==> config.mk <==
export PLATFORM = sky130hd
export DESIGN_NAME = strap_addr_decoder
export DESIGN_NICKNAME = d
export VERILOG_FILES = /design/src/rtl/strap_addr_pkg.sv /design/src/rtl/strap_classifier.sv /design/src/rtl/strap_addr_lookup.sv /design/src/rtl/strap_addr_decoder.sv
export SDC_FILE = /design/constraint.sdc
export NUM_CORES = 1
export LEC_CHECK = 0
export BUFFER_PORTS_ARGS = -buffer_cell sky130_fd_sc_hd__buf_4
export CAP_MARGIN = 30
export CORE_AREA = 10 10 48 50
export CTS_BUF_LIST = sky130_fd_sc_hd__clkbuf_4
export DETAILED_ROUTE_END_ITERATION = 12
export DIE_AREA = 0 0 58 60
export PLACE_DENSITY_LB_ADDON = 0.2
export SYNTH_ARGS = -nofsm -noshare
export SYNTH_HDL_FRONTEND = slang
export SYNTH_SLANG_ARGS = --single-unit
==> constraint.sdc <==
create_clock -name clk -period 2.96 [get_ports clk]
set_input_delay 0.888 -clock clk [delete_from_list [all_inputs] [get_ports clk]]
set_output_delay 0.888 -clock clk [all_outputs]
set_load 0.005 [all_outputs]
==> src/rtl/strap_addr_pkg.sv <==
package strap_addr_pkg;

    // Connection kind of one strap pin, as a 2-bit code field.
    typedef enum logic [1:0] {
        KIND_GND = 2'd0,
        KIND_VDD = 2'd1,
        KIND_SCL = 2'd2,
        KIND_SDA = 2'd3
    } strap_kind_e;

    // Capture progress after reset.
    typedef enum logic [1:0] {
        PH_SEEK_HI = 2'd0,
        PH_SEEK_LO = 2'd1,
        PH_LOCKED  = 2'd2
    } phase_e;

endpackage

==> src/rtl/strap_classifier.sv <==
module strap_classifier
    import strap_addr_pkg::*;
(
    input  logic        hi_sample_i,  // level while clock high, data low
    input  logic        lo_sample_i,  // level while clock low, data high
    output strap_kind_e kind_o
);

    always_comb begin
        case ({hi_sample_i, lo_sample_i})
            2'b00:   kind_o = KIND_GND;
            2'b11:   kind_o = KIND_VDD;
            2'b10:   kind_o = KIND_SCL;
            default: kind_o = KIND_SDA;
        endcase
    end

endmodule

==> src/rtl/strap_addr_lookup.sv <==
module strap_addr_lookup #(
    parameter int CODE_W    = 6,
    parameter int ADDR_W    = 7,
    parameter int R0_BASE   = 'h10,
    parameter int R0_LEN    = 32,
    parameter int R1_BASE   = 'h50,
    parameter int R1_LEN    = 24,
    parameter int R2_BASE   = 'h70
) (
    input  logic [CODE_W-1:0] code_i,
    output logic [ADDR_W-1:0] addr_o
);

    localparam logic [ADDR_W-1:0] LIM0  = ADDR_W'(R0_LEN);
    localparam logic [ADDR_W-1:0] LIM1  = ADDR_W'(R0_LEN + R1_LEN);
    localparam logic [ADDR_W-1:0] BASE0 = ADDR_W'(R0_BASE);
    localparam logic [ADDR_W-1:0] BASE1 = ADDR_W'(R1_BASE);
    localparam logic [ADDR_W-1:0] BASE2 = ADDR_W'(R2_BASE);

    logic [ADDR_W-1:0] code_ext;

    always_comb begin
        code_ext = ADDR_W'(code_i);
        if (code_ext < LIM0)
            addr_o = BASE0 + code_ext;
        else if (code_ext < LIM1)
            addr_o = BASE1 + (code_ext - LIM0);
        else
            addr_o = BASE2 + (code_ext - LIM1);
    end

endmodule

==> src/rtl/strap_addr_decoder.sv <==
module strap_addr_decoder
    import strap_addr_pkg::*;
#(
    parameter int NUM_STRAPS = 3,
    parameter int ADDR_W     = 7,
    localparam int KIND_W    = 2,
    localparam int CODE_W    = NUM_STRAPS * KIND_W,
    localparam int BYTE_W    = ADDR_W + 1
) (
    input  logic                  clk,
    input  logic                  rst_n,
    input  logic                  scl_i,
    input  logic                  sda_i,
    input  logic [NUM_STRAPS-1:0] strap_i,
    input  logic                  addr_valid_i,
    input  logic [BYTE_W-1:0]     addr_byte_i,
    output logic                  code_valid_o,
    output logic [CODE_W-1:0]     strap_code_o,
    output logic [ADDR_W-1:0]     own_addr_o,
    output logic                  match_o,
    output logic                  rnw_o
);

    typedef struct packed {
        phase_e                phase;
        logic [NUM_STRAPS-1:0] samp_hi;
        logic [NUM_STRAPS-1:0] samp_lo;
        logic                  match;
        logic                  rnw;
    } state_t;

    state_t s_d, s_q;
    logic [CODE_W-1:0] code;
    logic [ADDR_W-1:0] own_addr;

    // One classifier per strap pin; each fills its own 2-bit code field.
    for (genvar k = 0; k < NUM_STRAPS; k++) begin : g_pin
        strap_kind_e kind;
        strap_classifier u_cls (
            .hi_sample_i (s_q.samp_hi[k]),
            .lo_sample_i (s_q.samp_lo[k]),
            .kind_o      (kind)
        );
        assign code[k*KIND_W +: KIND_W] = kind;
    end

    strap_addr_lookup #(
        .CODE_W (CODE_W),
        .ADDR_W (ADDR_W)
    ) u_lookup (
        .code_i (code),
        .addr_o (own_addr)
    );

    always_comb begin
        s_d       = s_q;
        s_d.match = 1'b0;
        case (s_q.phase)
            PH_SEEK_HI: begin
                if (scl_i && !sda_i) begin
                    s_d.samp_hi = strap_i;
                    s_d.phase   = PH_SEEK_LO;
                end
            end
            PH_SEEK_LO: begin
                if (!scl_i && sda_i) begin
                    s_d.samp_lo = strap_i;
                    s_d.phase   = PH_LOCKED;
                end
            end
            PH_LOCKED: begin
                if (addr_valid_i) begin
                    s_d.rnw   = addr_byte_i[0];
                    s_d.match = (addr_byte_i[BYTE_W-1:1] == own_addr);
                end
            end
            default: s_d.phase = PH_SEEK_HI;
        endcase
    end

    always_ff @(posedge clk or negedge rst_n) begin
        if (!rst_n) begin
            s_q <= '{phase: PH_SEEK_HI, samp_hi: '0, samp_lo: '0,
                     match: 1'b0, rnw: 1'b0};
        end else begin
            s_q <= s_d;
        end
    end

    assign code_valid_o = (s_q.phase == PH_LOCKED);
    assign strap_code_o = code;
    assign own_addr_o   = own_addr;
    assign match_o      = s_q.match;
    assign rnw_o        = s_q.rnw;

endmodule

Yosys cells after proc, flatten, opt, wreduce, memory -nomap -nowiden
Index checks and enable logic that the tools add are counted.
{"block": "op_classes", "addsub": 5, "mux": 10, "order_cmp": 2, "n_eq_ne": 11, "n_reduce_logical": 12, "n_bitwise": 1}
{"operator": "case mux 2 bit (3 select lines)", "count": 4}
{"operator": "adder 7 bit, first input constant", "count": 2}
{"operator": "== test 2 bit, second input constant", "count": 7}
{"operator": "two-way mux 7 bit", "count": 2}
{"operator": "subtractor 6 x 6 -> 7 bit, second input constant", "count": 2}
{"operator": "< comparator 6 bit, second input constant", "count": 2}
{"operator": "zero test 2 bit", "count": 4}
{"operator": "adder 5 x 6 -> 7 bit, first input constant", "count": 1}
{"operator": "== test 7 bit", "count": 1}
{"operator": "two-way mux 2 bit", "count": 3}
{"operator": "AND reduction 2 bit", "count": 3}
{"operator": "two-way mux 5 bit", "count": 1}
{"operator": "inequality test 2 bit, second input constant", "count": 2}
{"operator": "AND reduction 3 bit", "count": 1}
{"operator": "== test 2 x 1 -> 1 bit, second input constant", "count": 1}
{"operator": "logical AND 1 bit", "count": 2}
{"operator": "zero test 1 bit", "count": 2}
{"operator": "NOT 1 bit", "count": 1}
{"block": "word_totals", "regBits": 10, "input_bits": 16}

Depth between registers and ports, before layout
Gate-level depths: netlist (run 1).
{"block": "depth", "word_depth": 9, "ltp_mapped": 7}

Hierarchy
From an unflattened synthesis (run 1), not the netlist that was laid out.
{"block": "hier_totals", "hier_cells": 68, "area_unflattened_um2": 734.5}
{"mod": "strap_addr_decoder", "cells_each": 36, "area_each_um2": 485.5, "n_inst": 1}
{"mod": "strap_addr_lookup", "cells_each": 17, "area_each_um2": 132.6, "n_inst": 1}
{"mod": "strap_classifier", "cells_each": 5, "area_each_um2": 38.8, "n_inst": 3}

Worst setup path before layout (run 1)
OpenSTA, ideal clock, no wires.
{"block": "synth_timing", "kind": "register to output", "from": "register s_q[4] (netlist name)", "to": "output port own_addr_o[4]", "stages_incl_launch_ff": 4, "setup_slack_ns": 0.980, "arrival_ns": 1.092, "path_buffers": 0, "path_cell_list": "dfrtp_1 -> ha_1 -> nand2b_1 -> o21ai_0"}
{"block": "synth_via", "elab_chain_len": 6, "word_cells_on_any_way": 13, "cone_classes": "add/sub: 5; order compare: 2; eq/ne: 2; mux: 3; reduce/logical: 1"}
{"element": "start: declaration", "line": "strap_addr_decoder.sv:32", "source": "state_t s_d, s_q;"}
{"element": "start signal: assignment", "line": "strap_addr_decoder.sv:83", "source": "s_q <= '{phase: PH_SEEK_HI, samp_hi: '0, samp_lo: '0,"}
{"element": "== test 2 bit or zero test 2 bit (tied branches)", "line": "strap_classifier.sv:10", "source": "case ({hi_sample_i, lo_sample_i})"}
{"element": "case mux 2 bit (3 select lines) *", "line": "strap_classifier.sv:10"}
{"element": "subtractor 6 x 6 -> 7 bit, on equally long branches", "line": "strap_addr_lookup.sv:29, strap_addr_lookup.sv:27"}
{"element": "adder 7 bit, on equally long branches", "line": "strap_addr_lookup.sv:29, strap_addr_lookup.sv:27"}
{"element": "two-way mux 7 bit", "line": "strap_addr_lookup.sv:26", "source": "else if (code_ext < LIM1)"}
{"element": "two-way mux 7 bit *", "line": "strap_addr_lookup.sv:24", "source": "if (code_ext < LIM0)"}
{"element": "end: declaration", "line": "strap_addr_decoder.sv:19", "source": "output logic [ADDR_W-1:0] own_addr_o,"}
Every way passes the cells marked *; elsewhere a longest branch is shown, timed or not.

Worst setup path in the final report (run 1)
Ends and elaborated chain as after synthesis.

==> results of run 1 <==
[how the worst max path moves through the flow]
| stage | start | endpoint | slack (ns) | cells after the start |
|---|---|---|---|---|
| floorplan | s_q[4]$_DFFE_PN0P_ | own_addr_o[4] | 0.98 | 3 |
| global placement | s_q[4]$_DFFE_PN0P_ | own_addr_o[4] | 0.85 | 4 |
| detailed placement | s_q[4]$_DFFE_PN0P_ | own_addr_o[4] | 0.84 | 4 |
| CTS | s_q[4]$_DFFE_PN0P_ | own_addr_o[4] | 0.54 | 4 |
| global route | s_q[4]$_DFFE_PN0P_ | own_addr_o[4] | 0.45 | 4 |
| finish | s_q[4]$_DFFE_PN0P_ | own_addr_o[4] | 0.56 | 4 |
[layout make-up]
cell class / count / area, um2
inverter: 7 / 26.3
sequential: 10 / 250
fill: 127 / 502
clock inverter: 1 / 3.75
clock buffer: 3 / 22.5
multi-input combinational: 45 / 379
timing repair buffer: 31 / 233
tap: 16 / 20.0
[stage by stage]
stage / util (%) / setup WS, ns / std cells / total power [uW]
after global placement: 63.2 / 0.855 / 109 / 960
after floorplan: - / 0.980 / 67 / 682
final: 65.1 / 0.560 / 113 / 1050
after global routing: 65.1 / 0.449 / 113 / 1140
after CTS: 65.1 / 0.538 / 113 / 1070
after detailed placement: 63.2 / 0.840 / 109 / 973
[sequential cells by signal, summed over array words and instances (netlist names)]
signal	cells
s_q	8
rnw_o	1
match_o	1
[power groups by stage]
stage / Combinational, uW / Sequential [uW] / Clock (uW)
after floorplan: 440 / 242 / 0
after global placement: 709 / 251 / 0
after detailed placement: 718 / 255 / 0
after CTS: 721 / 253 / 100
after global routing: 776 / 262 / 106
final: 701 / 251 / 95.1
[synth_stat cells, types with 3 or more instances]
library cell	n
mux2_2	7
or2_2	3
buf_4	4
nor3_1	3
inv_1	7
xor2_1	4
nand2_1	3
ha_1	7
dfrtp_1	10
[cells by family after synthesis]
| group | share of synthesized area (%) |
|---|---|
| simple gates | 17.1 |
| buf+inv | 8.71 |
| flops | 36.3 |
| compound gates | 6.17 |
| mux | 11.4 |
| fa+ha+maj | 12.7 |
| xor+xnor | 7.62 |
[worst max-delay path, cell delays in order, from the launching register on]
cell	delay, ns
dfrtp_1	0.43
ha_1	0.36
nand2b_1	0.18
o21ai_0	0.15
buf_4	0.13
[metal layers]
layer	vias to the layer above	global-route usage (%)	routed length, um
met5	-	0	0
met4	0	5.03	17
met3	2	3.81	135
met2	21	16.4	814
met1	261	8.81	599
li1	277	-	-
==> results.yml, run 1 <==
yosys:
  netlist_instances: 67
  synthArstFlopShare_pct: 100
  ys_seq_area_share_pct: 36.3
  synth_cell_types: 23
  synth_area_leaders: "dfrtp_1 36%, ha_1 13%, mux2_2 11%"
  ys.flop_type: "dfrtp_1"
  synth_area_per_cell_um2: 10.3
  synth-edff-count: 0
  yosys.area.top_type: "dfrtp_1"
  synth_seq_cells: 10
  yosysWarnings: 0
  syn_nets: 90
  syn_area_um2: 689
  synth_top_area_share_pct: 36.3
route:
  avgViaCountPerCell: 4.96
  avgRoutedWirePerCell_um: 13.9
  finalWirelength_um: 1570
  drc: 0
  drtIter0Drc: 1
  vias: 561
  first_pass_iters: 3
  ant_nets: 0
worst_setup_path:
  worstReg2RegEnd: "match_o$_DFF_PN0_"
  cp-end-kind: "output pin"
  crit_type: "reg -> out"
  cp_max_fo: 5
  reg2regPathDepth: 6
  ff2ff_setup_slack_ns: 1.21
  required_ns: 2.07
  setup.worst_path.start_class: "register"
  r2r_start: "s_q[6]$_DFFE_PN0P_"
  critPathArrivalTime_ns: 1.51
floorplan:
  ioPinCount: 32
  dieWidth_um: 58
  rows: 14
  start_util_pct: 48.0
  dieHeight_um: 60
  dieArea_um2: 3480
  fp.coreArea_um2: 1440
pwr:
  p_leak_uw: 0.000484
  p_int_uw: 651
  clkPwrFrac_pct: 9.1
  ir_drop_uv: 494
  comb_power_share_pct: 66.9
  power_density_nw_per_um2: 1120
  p_sw_share_pct: 37.9
  seq_power_share_pct: 24.0
  switchingPower_uw: 397
timing:
  period_share_pct: 81.1
  finClkSkew_ns: 0.00401
  min_period_ns: 2.40
  max_freq_mhz: 417
  setup_viol: 0
  drv_slew: 0
  hold-worst-slack_ns: 0.433
  rsz0062_at_grt: "no"
  setup_tns_ns: 0
  worst_pin_slew_ns: 0.549
  hold_viol_final: 0
  slew_headroom_pct: 63.3
grt:
  grt_max_degree: 11
  grt-ovfl-total: 0
  antenna_found_initial: 0
  grt_use_total_pct: 9.20
  grt_pass1_wl_um: 2570
  grt_pass1_vias: 617
clock_tree:
  numCtsBuffers: 3
  cts_setup_buffers: 0
  cts-resized-gates: 0
  clkTransAtPathRegs_ns: 0.06
  hold_buffers: 0
  cts-root-buf: "clkbuf_4"
  cts_tree: "yes"
  clk_path_buf_depth: 2
  clock_latency_ns: 0.27
  htree_levels: 1
  cts_sinks: 10
final_layout:
  fin_area_um2: 935
  area_growth_pct: 35.6
  layout_commonest_cell: "buf_4"
  final_cell_mix: "31 x buf_4, 10 x dfrtp_1, 7 x inv_1, 7 x mux2_2, 7 x ha_1"
  num_antenna_cells: 0
  layout-drive-gt1-share_pct: 47.4
  final_nets: 121
status:
  outcome: "finished clean"
min_path:
  holdCritPathClass: "in -> async"
placement:
  gp_congestion: 0.796
  dpl.hpwl_um: 1350
  portBuffers: 31
  placed_area_um2: 908
job:
  maxCapViolCount: 0
Note: power is estimated with default switching activity, not from simulation.
==> run 2: changes to the inputs <==
- CORE_AREA: 10 10 48 50 -> 10 10 50 52
- DIE_AREA: 0 0 58 60 -> 0 0 60 62
- clock period: 2.96 -> 2.5 ns (I/O delays scaled with it)
==> run 2 against run 1 <==
Compared with the run above: worst hold slack got worse by 0.13 ns; wire length decreased by 2.6%; final cell count unchanged; non-clock buffer count unchanged; clock skew about the same; count of clock-buffer cells in the layout unchanged; sequential share of layout area increased by 0.072 points; via count decreased by 3.0%; global-route usage decreased by 0.46 points; core utilization decreased by 7.3 points; critical path type unchanged; critical endpoint unchanged.
==> results.yml, run 2 (synthesis results as in run 1) <==
final_layout:
  largest_reg_flops: 8
  seqCellArea_um2: 250
  nFillCells: 155
  num_antenna_cells: 0
  layout-drive-gt1-share_pct: 47.9
  final_nets: 121
  area_growth_pct: 35.2
  layout_commonest_cell: "buf_4"
  multi_input_area_um2: 379
  final_cell_mix: "31 x buf_4, 10 x dfrtp_1, 7 x inv_1, 7 x mux2_2, 7 x ha_1"
  largest-register: "s_q"
timing:
  rsz0062_at_grt: "no"
  finClkSkew_ns: 0.00409
  slew_headroom_pct: 66.7
  drv_slew: 0
  setup_viol: 0
  setup_tns_ns: 0
  min_period_ns: 2.28
  hold_viol_final: 0
  period_share_pct: 91.2
  max_freq_mhz: 438
  worst_pin_slew_ns: 0.496
status:
  outcome: "finished clean"
worst_setup_path:
  required_ns: 1.75
  setup.worst_path.start_class: "register"
  cp_max_fo: 5
  worstPathCellList: "ha_1, nand2b_1, o21ai_0, buf_4"
  critPathArrivalTime_ns: 1.53
  crit_type: "reg -> out"
  crit_slowest_cell: "dfrtp_1"
  ff2ff_setup_slack_ns: 0.82
  cp-end-kind: "output pin"
  reg2regPathDepth: 5
  critPathMaxStageDelay_ns: 0.44
route:
  finalWirelength_um: 1530
  ant_nets: 0
  avgViaCountPerCell: 4.81
  avgRoutedWirePerCell_um: 13.5
  first_pass_iters: 2
  drc: 0
  drtIter0Drc: 4
  vias: 544
grt:
  grt_max_degree: 11
  grt_use_total_pct: 8.75
  grt_pass1_wl_um: 2530
  grt-ovfl-total: 0
  grt_pass1_vias: 612
  antenna_found_initial: 0
clock_tree:
  numCtsBuffers: 3
  cts_tree: "yes"
  hold_buffers: 0
  cts_setup_buffers: 0
  clk_path_buf_depth: 2
  cts-resized-gates: 0
  clock_latency_ns: 0.26
  clkTransAtPathRegs_ns: 0.06
  cts_sinks: 10
  htree_levels: 1
  cts-root-buf: "clkbuf_4"
pwr:
  power_density_nw_per_um2: 1330
  ir_drop_uv: 521
  p_leak_uw: 0.000482
  total_power_uw: 1240
job:
  maxCapViolCount: 0
placement:
  gp_congestion: 0.763
  portBuffers: 31
  dpl.hpwl_um: 1350
floorplan:
  dieWidth_um: 60
  dieHeight_um: 62
  ioPinCount: 32
  dieArea_um2: 3720
  start_util_pct: 42.7
  rows: 15
  fp.coreArea_um2: 1610
min_path:
  holdCritPathClass: "in -> async"
[run 2: cell count changes in the layout (fill, tap and decap cells not counted), sizes merged]
cell | before | now
clkinv | 1 | 0
[run 2: report_power, final]
part	switching (uW)	total [uW]	internal (uW)	leakage, uW
registers	64.1	298	234	0.000122
clock network	48.1	103	55.2	0.0000138
logic	357	836	480	0.000346
total	469	1240	769	0.000482
[run 2: layout make-up]
| type | count | share of cell area (%) |
|---|---|---|
| multi-input combinational | 45 | 40.7 |
| sequential | 10 | 26.8 |
| timing repair buffer | 31 | 25.0 |
| inverter | 7 | 2.82 |
| clock buffer | 3 | 2.42 |
| tap | 17 | 2.28 |
[run 2: through the flow]
stage | instance area, um2 | hold slack (ns) | util, % | cells | worst slack (ns)
after global placement | 910 | 0.490 | 56.4 | 110 | 0.532
after CTS | 932 | 0.306 | 57.8 | 113 | 0.201
after global routing | 932 | 0.297 | 57.8 | 113 | 0.0786
final | 932 | 0.306 | 57.8 | 113 | 0.219
after detailed placement | 910 | 0.499 | 56.4 | 110 | 0.487
after floorplan | 689 | 0.454 | - | 67 | 0.658
[run 2: worst paths after layout]
kind | start | endpoint
worst max-delay path | s_q[4]$_DFFE_PN0P_ | own_addr_o[4]
worst min-delay path | rst_n | s_q[8]$_DFFE_PN0P_
worst max register to register | s_q[3]$_DFFE_PN0P_ | match_o$_DFF_PN0_
worst min register to register | s_q[9]$_DFFE_PN0P_ | s_q[8]$_DFFE_PN0P_
max in group asynchronous | rst_n | s_q[9]$_DFFE_PN0P_
min in group clk | s_q[9]$_DFFE_PN0P_ | s_q[8]$_DFFE_PN0P_
[run 2: worst max-delay path: cells and delay by family, from the launching register on]
family,cells,cell delay [ns]
buffers and inverters,1,0.14
flip-flops,1,0.44
AO/OA/AOI/OAI,1,0.16
adder cells (fa/ha/maj),1,0.36
AND/OR/NAND/NOR,1,0.18
[run 2: routing by layer]
layer / GRT usage, % / wire, um / vias to the layer above / part of all wire (%)
met5: 0 / 0 / - / 0
met1: 8.91 / 590 / 244 / 39
met4: 4.17 / 6 / 0 / 0.39
li1: - / - / 280 / -
met2: 15.0 / 755 / 18 / 49
met3: 3.86 / 173 / 2 / 11
